### config.mk
export PLATFORM = sky130hd
export DESIGN_NAME = soft_volume
export DESIGN_NICKNAME = d
export VERILOG_FILES = /design/src/rtl/soft_volume_pkg.sv /design/src/rtl/soft_volume_ctrl.sv /design/src/rtl/soft_volume_dp.sv /design/src/rtl/soft_volume.sv
export SDC_FILE = /design/constraint.sdc
export NUM_CORES = 1
export LEC_CHECK = 0
export BUFFER_PORTS_ARGS = -buffer_cell sky130_fd_sc_hd__buf_2
export CAP_MARGIN = 0
export CORE_ASPECT_RATIO = 1.1
export CORE_MARGIN = 5
export CORE_UTILIZATION = 62
export DETAILED_ROUTE_END_ITERATION = 7
export HOLD_SLACK_MARGIN = 0.06
export PLACE_DENSITY = 0.9
export SYNTH_ARGS = -nofsm -noshare
export SYNTH_HDL_FRONTEND = slang
export SYNTH_SLANG_ARGS = --single-unit
### constraint.sdc
create_clock -name clk -period 20.2 [get_ports clk]
set_input_delay 2.02 -clock clk [delete_from_list [all_inputs] [get_ports clk]]
set_output_delay 2.02 -clock clk [all_outputs]
set_load 0.1 [all_outputs]
### src/rtl/soft_volume_pkg.sv
package soft_volume_pkg;

  localparam int SV_DATA_W     = 24;
  localparam int SV_ATTEN_W    = 7;
  localparam int SV_TMO_W      = 10;
  localparam int SV_STEP_DIV   = 8;                          // index units per dB
  localparam int SV_STEP_SH    = $clog2(SV_STEP_DIV);
  localparam int SV_MUTE_IDX   = (1 << SV_ATTEN_W) * SV_STEP_DIV;
  localparam int SV_IDX_W      = $clog2(SV_MUTE_IDX + 1);
  localparam int SV_OCT_STEPS  = 6 * SV_STEP_DIV;            // one halving of gain
  localparam int SV_FRAC_W     = $clog2(SV_OCT_STEPS);
  localparam int SV_FRAC_SH    = 16;
  localparam int SV_MANT_W     = SV_FRAC_SH + 1;
  localparam longint SV_STEP_RATIO = 64600;                  // 2^16 * 10^(-1/160)

  typedef enum logic [1:0] {
    CHG_IMMEDIATE  = 2'd0,
    CHG_ZEROX      = 2'd1,
    CHG_RAMP       = 2'd2,
    CHG_RAMP_ZEROX = 2'd3
  } chgMode_t;

  // Control-to-datapath strobes
  typedef struct packed {
    logic                load;
    logic [SV_IDX_W-1:0] gainIdx;
  } volStrobe_t;

  // Mantissa for fractional octave position r, by repeated eighth-dB scaling
  function automatic logic [SV_MANT_W-1:0] mantFor(input int r);
    longint m;
    m = longint'(1) << SV_FRAC_SH;
    for (int i = 0; i < r; i++) m = (m * SV_STEP_RATIO) >>> SV_FRAC_SH;
    return m[SV_MANT_W-1:0];
  endfunction

endpackage

### src/rtl/soft_volume_ctrl.sv
module soft_volume_ctrl
  import soft_volume_pkg::*;
#(
  parameter int ATTEN_W = SV_ATTEN_W,
  parameter int TMO_W   = SV_TMO_W
) (
  input  logic                clk,
  input  logic                rstN,
  input  logic                sampleValid,
  input  logic                sampleSign,
  input  logic                sampleZero,
  input  logic [ATTEN_W-1:0]  attenCode,
  input  logic                muteReq,
  input  logic [1:0]          chgMode,
  output volStrobe_t          strobes,
  output logic [SV_IDX_W-1:0] curIdxOut,
  output logic                levelReached
);

  logic [SV_IDX_W-1:0] curIdx, nextIdx, targetIdx, stepIdx;
  logic [TMO_W-1:0]    tmoCnt, nextTmo;
  logic                prevSign, zeroX, pending, tmoHit, applyNow;
  chgMode_t            modeSel;

  assign modeSel   = chgMode_t'(chgMode);
  assign targetIdx = muteReq ? SV_IDX_W'(SV_MUTE_IDX)
                             : (SV_IDX_W'(attenCode) << SV_STEP_SH);

  always_comb begin
    zeroX    = sampleZero || (sampleSign != prevSign);
    pending  = (curIdx != targetIdx);
    tmoHit   = &tmoCnt;
    applyNow = zeroX || tmoHit;
    stepIdx  = (curIdx < targetIdx) ? curIdx + 1'b1 : curIdx - 1'b1;
    nextIdx  = curIdx;
    nextTmo  = '0;
    if (pending) begin
      case (modeSel)
        CHG_IMMEDIATE: nextIdx = targetIdx;
        CHG_RAMP:      nextIdx = stepIdx;
        CHG_ZEROX: begin
          if (applyNow) nextIdx = targetIdx;
          else          nextTmo = tmoCnt + 1'b1;
        end
        CHG_RAMP_ZEROX: begin
          if (applyNow) nextIdx = stepIdx;
          else          nextTmo = tmoCnt + 1'b1;
        end
        default: nextIdx = curIdx;
      endcase
    end
  end

  always_ff @(posedge clk) begin
    if (!rstN) begin
      curIdx   <= '0;
      tmoCnt   <= '0;
      prevSign <= 1'b0;
    end else if (sampleValid) begin
      curIdx   <= nextIdx;
      tmoCnt   <= nextTmo;
      prevSign <= sampleSign;
    end
  end

  assign strobes.load    = sampleValid;
  assign strobes.gainIdx = nextIdx;
  assign curIdxOut       = curIdx;
  assign levelReached    = (curIdx == targetIdx);

endmodule

### src/rtl/soft_volume_dp.sv
module soft_volume_dp
  import soft_volume_pkg::*;
#(
  parameter int DATA_W = SV_DATA_W
) (
  input  logic              clk,
  input  logic              rstN,
  input  logic [DATA_W-1:0] sampleIn,
  input  volStrobe_t        strobes,
  output logic [DATA_W-1:0] sampleOut
);

  localparam int PROD_W = DATA_W + SV_MANT_W + 1;

  logic [SV_MANT_W-1:0] mantTab [SV_OCT_STEPS];

  for (genvar r = 0; r < SV_OCT_STEPS; r++) begin : g_mant
    localparam logic [SV_MANT_W-1:0] MANT_R = mantFor(r);
    assign mantTab[r] = MANT_R;
  end

  int                       octInt, fracInt;
  logic [SV_FRAC_W-1:0]     fracSel;
  logic [SV_MANT_W-1:0]     mantSel;
  logic signed [PROD_W-1:0] sampleExt, mantExt, prodVal, shifted;
  logic [DATA_W-1:0]        scaled;

  always_comb begin
    octInt    = int'(strobes.gainIdx) / SV_OCT_STEPS;
    fracInt   = int'(strobes.gainIdx) - octInt * SV_OCT_STEPS;
    fracSel   = fracInt[SV_FRAC_W-1:0];
    mantSel   = mantTab[fracSel];
    sampleExt = {{(PROD_W-DATA_W){sampleIn[DATA_W-1]}}, sampleIn};
    mantExt   = {{(PROD_W-SV_MANT_W){1'b0}}, mantSel};
    prodVal   = sampleExt * mantExt;
    shifted   = prodVal >>> (SV_FRAC_SH + octInt);
    scaled    = (strobes.gainIdx == SV_IDX_W'(SV_MUTE_IDX)) ? '0 : shifted[DATA_W-1:0];
  end

  always_ff @(posedge clk) begin
    if (!rstN)             sampleOut <= '0;
    else if (strobes.load) sampleOut <= scaled;
  end

endmodule

### src/rtl/soft_volume.sv
module soft_volume
  import soft_volume_pkg::*;
#(
  parameter int DATA_W  = SV_DATA_W,
  parameter int ATTEN_W = SV_ATTEN_W,
  parameter int TMO_W   = SV_TMO_W
) (
  input  logic               clk,
  input  logic               rstN,
  input  logic               sampleValid,
  input  logic [DATA_W-1:0]  sampleIn,
  input  logic [ATTEN_W-1:0] attenCode,
  input  logic               muteReq,
  input  logic [1:0]         chgMode,
  output logic [DATA_W-1:0]  sampleOut,
  output logic               levelReached
);

  volStrobe_t          strobes;
  logic [SV_IDX_W-1:0] gainIdx;

  soft_volume_ctrl #(.ATTEN_W(ATTEN_W), .TMO_W(TMO_W)) u_ctrl (
    .clk          (clk),
    .rstN         (rstN),
    .sampleValid  (sampleValid),
    .sampleSign   (sampleIn[DATA_W-1]),
    .sampleZero   (sampleIn == '0),
    .attenCode    (attenCode),
    .muteReq      (muteReq),
    .chgMode      (chgMode),
    .strobes      (strobes),
    .curIdxOut    (gainIdx),
    .levelReached (levelReached)
  );

  soft_volume_dp #(.DATA_W(DATA_W)) u_dp (
    .clk       (clk),
    .rstN      (rstN),
    .sampleIn  (sampleIn),
    .strobes   (strobes),
    .sampleOut (sampleOut)
  );

endmodule

==> results.cfg, run 1 <==
[run_status]
status = complete, no violations

[sta]
finalCriticalPeriod_ps = 19210
timing.final.ws_setup_ps = 988.2
slew_violations = 0
finalSetupViolCount = 0
finalHoldViolations = 0
worst_pin_slew_ps = 1310
clock_skew_ps = 5.682
fmax_ghz = 0.05205
setup_tns_ps = 0
rsz0062_at_grt = false
relSlewSlack = 0.1264
period_share = 0.9511

[grt]
overflow = 0
grt_pass1_vias = 20500
grtUsageTotal = 0.3225
antenna_found_initial = 2
grt_pass1_wl_mm = 101.8
grt_max_degree = 60

[cells_and_area]
drive_above_1_share = 0.06219
num-nets-final = 3161
ff_latch_area_um2 = 920.9
layout-area-overhead-vs-synth_pct = 3.130
nFillCells = 2754
multi_input_area_mm2 = 0.01826

[placed_design]
io_buffers = 61
routabilityCongestion = 1.019
hpwl_mm = 47.78
pre_cts_slack_ps = 719.8

[die]
die_x_um = 187.9
dieHeight_um = 205.7
coreArea_mm2 = 0.03429
ioPinCount = 62
start_util = 0.6295
num_rows = 71
die_area_mm2 = 0.03865

[drt]
drt-pass1-iter-count = 7
ant_nets = 0
drt-vias-per-instance = 6.259
drt-total-wl_mm = 62.06
drt_iter0_drc = 1881
drc = 0
vias = 18950
wl_per_cell_um = 20.49

[setup_path]
crit_path_start_kind = primary input
endpoint_kind = register
r2r_setup_slack_ps = 2740
path_max_fanout = 32
reg2reg_from = u_ctrl.curIdxOut[5]
cp_slowest_stage_delay_ps = 950
cp.arrival_ps = 19430
reg2reg_to = u_dp.sampleOut[15]
worstSetupPathType = primary input to register
crit_slowest_cell = ha_1
required_ps = 20420
reg2reg_depth = 57

[yosys]
synth_top_area_frac = 0.3728
dominantRegCellSynth = dfxtp_1
synth-edff-count = 0
ys_top_cells_by_count = inv_1 (496), fa_1 (402), nand2_1 (358)
synth-simple-area-share = 0.1744
synthXorXnorAreaFrac = 0.02214
synth_top_family_by_area = adder cells
synth_cells = 2627
ys_ff_latch = 46
yosys-top-cells-area = fa_1 (37%), inv_1 (8.6%), ha_1 (7.7%)
syn_nets = 3199
synth_most_common_cell = inv_1
async_reset_ff_frac = 0
syn_area_mm2 = 0.02159
ys_types = 94
ys.warnings.count = 0
synth_compound_area_frac = 0.1354
synth_fa_ha_area_frac = 0.4504
yosysSeqAreaShare = 0.04266
avgSynthCellArea_um2 = 8.217
yosysTopAreaCell = fa_1
synthMuxAreaShare = 0.05999

[hold_path]
hold_path.class = register to register
min_from = u_dp.sampleOut[16]
hold_depth = 2
hold_end = u_dp.sampleOut[16]

[cts]
h-tree-depth = 2
path_clk_slew_ps = 70
cts_root_buffer = clkbuf_16
cts_buffers = 5
cts_resized = 0
cts.sinks = 46
post-cts-setup-buffers = 0
cts_buffer_depth = 2
holdBufCountCts = 0
clock_latency_ps = 290
cts_tree = done

[job]
maxCapViolations = 0
[metrics by stage]
stage,instance area [µm²],utilization,std cells,hold slack [ps]
after global routing,22260,0.6492,3028,500.5
after detailed placement,22080,0.6438,3020,455.9
after CTS,22250,0.6488,3027,472.5
after global placement,22080,0.6438,3020,447.4
after floorplan,21590,-,2627,474.0
final,22260,0.6492,3028,466.2
[worst max-delay path, delay by kind of cell]
| kind | cells | cell delay [ps] |
|---|---|---|
| and+or+nand+nor | 13 | 3570 |
| adders and majority gates | 11 | 5270 |
| muxes | 1 | 930 |
| xor gates and xnor gates | 2 | 310 |
| buffers and inverters | 11 | 1530 |
| AOI/OAI and AO/OA | 20 | 5730 |
[area by class of cell]
class | instances | area share
Multi-Input combinational cell | 1950 | 0.8200
Sequential cell | 46 | 0.04137
Tap cell | 438 | 0.02462
Timing Repair Buffer | 85 | 0.02181
Inverter | 501 | 0.08448
Clock inverter | 1 | 0.001349
Antenna cell | 1 | 0.0001124
Clock buffer | 6 | 0.006239
[layout by cell type, fill, tap and decap left out, types with 46 or more instances in the layout]
cell / instances
inv_1: 496
dfxtp_1: 46
o21ai_0: 88
a21oi_1: 127
nor2_1: 107
and2_1: 189
fa_1: 402
ha_1: 133
mux2i_1: 99
buf_2: 61
nand2_1: 358
[layer usage]
metal,GRT usage,up-vias,routed length [µm]
met1,0.3852,9231,22090
met3,0.04971,358,5494
met2,0.5667,1096,30410
met5,0,-,14
met4,0.1681,2,4051
li1,-,8264,-
[sequential cells by signal, summed over array words and instances, names as in the netlist]
register          flops
u_ctrl.prevSign       1
u_dp.sampleOut       24
u_ctrl.tmoCnt        10
u_ctrl.curIdxOut     11
[worst max-delay path by stage]
| stage | from | to | slack (ps) | cells after the start |
|---|---|---|---|---|
| finish | muteReq | u_dp.sampleOut[15] | 990 | 58 |
| global route | muteReq | u_dp.sampleOut[15] | 60 | 59 |
| CTS | muteReq | u_dp.sampleOut[15] | 970 | 58 |
| detailed placement | muteReq | u_dp.sampleOut[15] | 720 | 58 |
| global placement | muteReq | u_dp.sampleOut[15] | 1430 | 61 |
| floorplan | muteReq | u_dp.sampleOut[6] | 4000 | 61 |
[cells by family after synthesis]
group                      after synthesis
xor gates and xnor gates                53
AOI/OAI and AO/OA                      444
adders and majority gates              536
buffers and inverters                  631
muxes                                  125
DFF                                     46
and+or+nand+nor                        792
Power of run 1 is not shown: default switching activity piles up to over one toggle a cycle in this logic, so the estimate is an artifact.
==> run 2, diff against run 1 <==
--- a/config.mk
+++ b/config.mk
@@ -5,6 +5,7 @@
 export SDC_FILE = /design/constraint.sdc
 export NUM_CORES = 1
 export LEC_CHECK = 0
+export ABC_AREA = 1
 export BUFFER_PORTS_ARGS = -buffer_cell sky130_fd_sc_hd__buf_2
 export CAP_MARGIN = 0
 export CORE_ASPECT_RATIO = 1.1
==> run 2 against run 1 <==
  * Via count grew 8.1%
  * Register-to-register slack better by 240 ps
  * Non-clock buffer count fell by 4
  * Critical path depth increased by 29
  * Clock skew grew 1.7 ps
  * Worst hold slack worse by 4.1 ps
  * Sequential share of layout area about the same
  * Global-route usage increased by 0.54 points
  * Critical path type unchanged
==> results.cfg, run 2 <==
[die]
die_x_um = 188
num_rows = 71
dieHeight_um = 205.8
coreArea_mm2 = 0.03429
ioPinCount = 62
start_util = 0.6302
die_area_mm2 = 0.03869

[yosys]
synth_cells = 3048
async_reset_ff_frac = 0
syn_nets = 3620
synth_most_common_cell = nand2_1
ys_types = 60
ys_top_cells_by_count = nand2_1 (703), inv_1 (628), fa_1 (402)
synth_top_area_frac = 0.3724
ys_ff_latch = 46
dominantRegCellSynth = dfxtp_1
ys.warnings.count = 0
yosys-top-cells-area = fa_1 (37%), nand2_1 (12%), inv_1 (11%)
yosysTopAreaCell = fa_1
yosysSeqAreaShare = 0.04262
avgSynthCellArea_um2 = 7.089
synth-edff-count = 0
syn_area_mm2 = 0.02161

[setup_path]
cp.arrival_ps = 18900
worstSetupPathType = primary input to register
crit_family = simple AND/OR/NAND/NOR gates
crit_slowest_cell = inv_1
path_max_fanout = 50
reg2reg_to = u_dp.sampleOut[16]
critPathBufInv = 17
required_ps = 20330
reg2reg_from = u_ctrl.curIdxOut[5]
crit_path_frequent_cell = nand2_1
reg2reg_depth = 84
endpoint_kind = register
crit_path_start_kind = primary input
r2r_setup_slack_ps = 2980
cp_slowest_stage_delay_ps = 750

[placed_design]
routabilityCongestion = 0.9852
io_buffers = 61
hpwl_mm = 50.08

[grt]
grt_max_degree = 51
grtUsageTotal = 0.3280
grt_pass1_wl_mm = 103.4
grt_pass1_vias = 21360
antenna_found_initial = 1
overflow = 0

[sta]
clock_skew_ps = 7.357
rsz0062_at_grt = false
period_share = 0.9295
finalCriticalPeriod_ps = 18770
setup_tns_ps = 0
finalSetupViolCount = 0
worst_pin_slew_ps = 1230
fmax_ghz = 0.05326
relSlewSlack = 0.1794
slew_violations = 0
finalHoldViolations = 0

[cells_and_area]
layout_commonest_cell = nand2_1
layout-area-overhead-vs-synth_pct = 2.137
drive_above_1_share = 0.05218
registers.top_by_ff_count = u_dp.sampleOut
n_antenna_cell = 0
final_util = 0.6436
num-nets-final = 3580
largest_reg_flops = 24
layout_common_cells = nand2_1 (702), inv_1 (628), fa_1 (401), nand3_1 (334), nor2_1 (282)

[hold_path]
min_from = u_dp.sampleOut[20]
hold_path.class = register to register
hold_depth = 2
hold_end = u_dp.sampleOut[20]

[drt]
drt_iter0_drc = 2343
drt-pass1-iter-count = 6
vias = 20490
drt-total-wl_mm = 62.58
ant_nets = 0
drt-vias-per-instance = 5.945
drc = 0
wl_per_cell_um = 18.15

[cts]
clock_latency_ps = 300
h-tree-depth = 2
cts_buffer_depth = 2
post-cts-setup-buffers = 0
cts_buffers = 5
path_clk_slew_ps = 60
cts_tree = done
cts_root_buffer = clkbuf_16
cts.sinks = 46

[job]
maxCapViolations = 0

[run_status]
status = complete, no violations
[run 2: changes by cell type after synthesis, sizes merged, moves of 41 or more]
cell and delta:
clkbuf -54, nor2 +182, inv +145, nand2 +359
a21oi -41, mux2i -99, buf +48, and2 -190
nand3 +315
[run 2: kinds of logic (layout without fill, tap and decap cells)]
kind of cell | count (synthesis) | count (layout) | synth area share
AND/OR/NAND/NOR | 1392 | 1392 | 0.2746
buffers and inverters | 782 | 743 | 0.1468
adder cells (fa/ha/maj) | 535 | 535 | 0.4495
AO/OA/AOI/OAI | 242 | 242 | 0.06584
XOR/XNOR | 51 | 51 | 0.02067
flip-flops | 46 | 46 | 0.04262
[run 2: layout make-up]
type / count / area, µm²
inverters: 654 / 2456
clock inverters: 2 / 12.51
well taps: 438 / 548.0
flip-flops and latches: 46 / 920.9
multi-input cells: 2220 / 17540
repair buffers: 81 / 455.4
clock buffers: 6 / 138.9
fillers: 2895 / 12220
[run 2: how the worst max path moves through the flow]
stage	from	to	slack, ps	cells past startpoint
2_1_floorplan	muteReq	u_dp.sampleOut[23]	5410	84
3_3_place_gp	muteReq	u_dp.sampleOut[10]	1780	89
3_5_place_dp	muteReq	u_dp.sampleOut[13]	1310	91
4_1_cts	muteReq	u_dp.sampleOut[17]	1570	91
5_1_grt	muteReq	u_dp.sampleOut[17]	50	87
6_report	muteReq	u_dp.sampleOut[16]	1430	87
[run 2: timing repair]
item,in CTS,in global routing
setup endpoints to repair,0,24
resized for setup,0,4
hold buffers,0,0
[run 2: stage by stage]
step                      setup WS (ps)  instance area, µm²  hold WS (ps)  cells
after floorplan                    5410               21610         465.9   3048
final                              1425               22070         462.1   3447
after global placement             1781               21900         452.7   3439
after detailed placement           1307               21900         453.5   3439
after CTS                          1571               22050         462.8   3447
after global routing              51.24               22070         487.6   3447
[run 2: worst min-delay path: cells and delay by family, from the launching register on]
family	cells	cell delay, ps
AOI/OAI and AO/OA	1	50
DFF	1	300
and+or+nand+nor	1	60
[run 2: routing by layer]
metal	global-route usage	routed length [µm]	up-vias
met5	0	8	-
met4	0.1943	4520	2
met3	0.05395	5566	358
met2	0.5564	29810	1170
met1	0.3958	22670	9808
li1	-	-	9153
Power of run 2 is left out for the same reason.
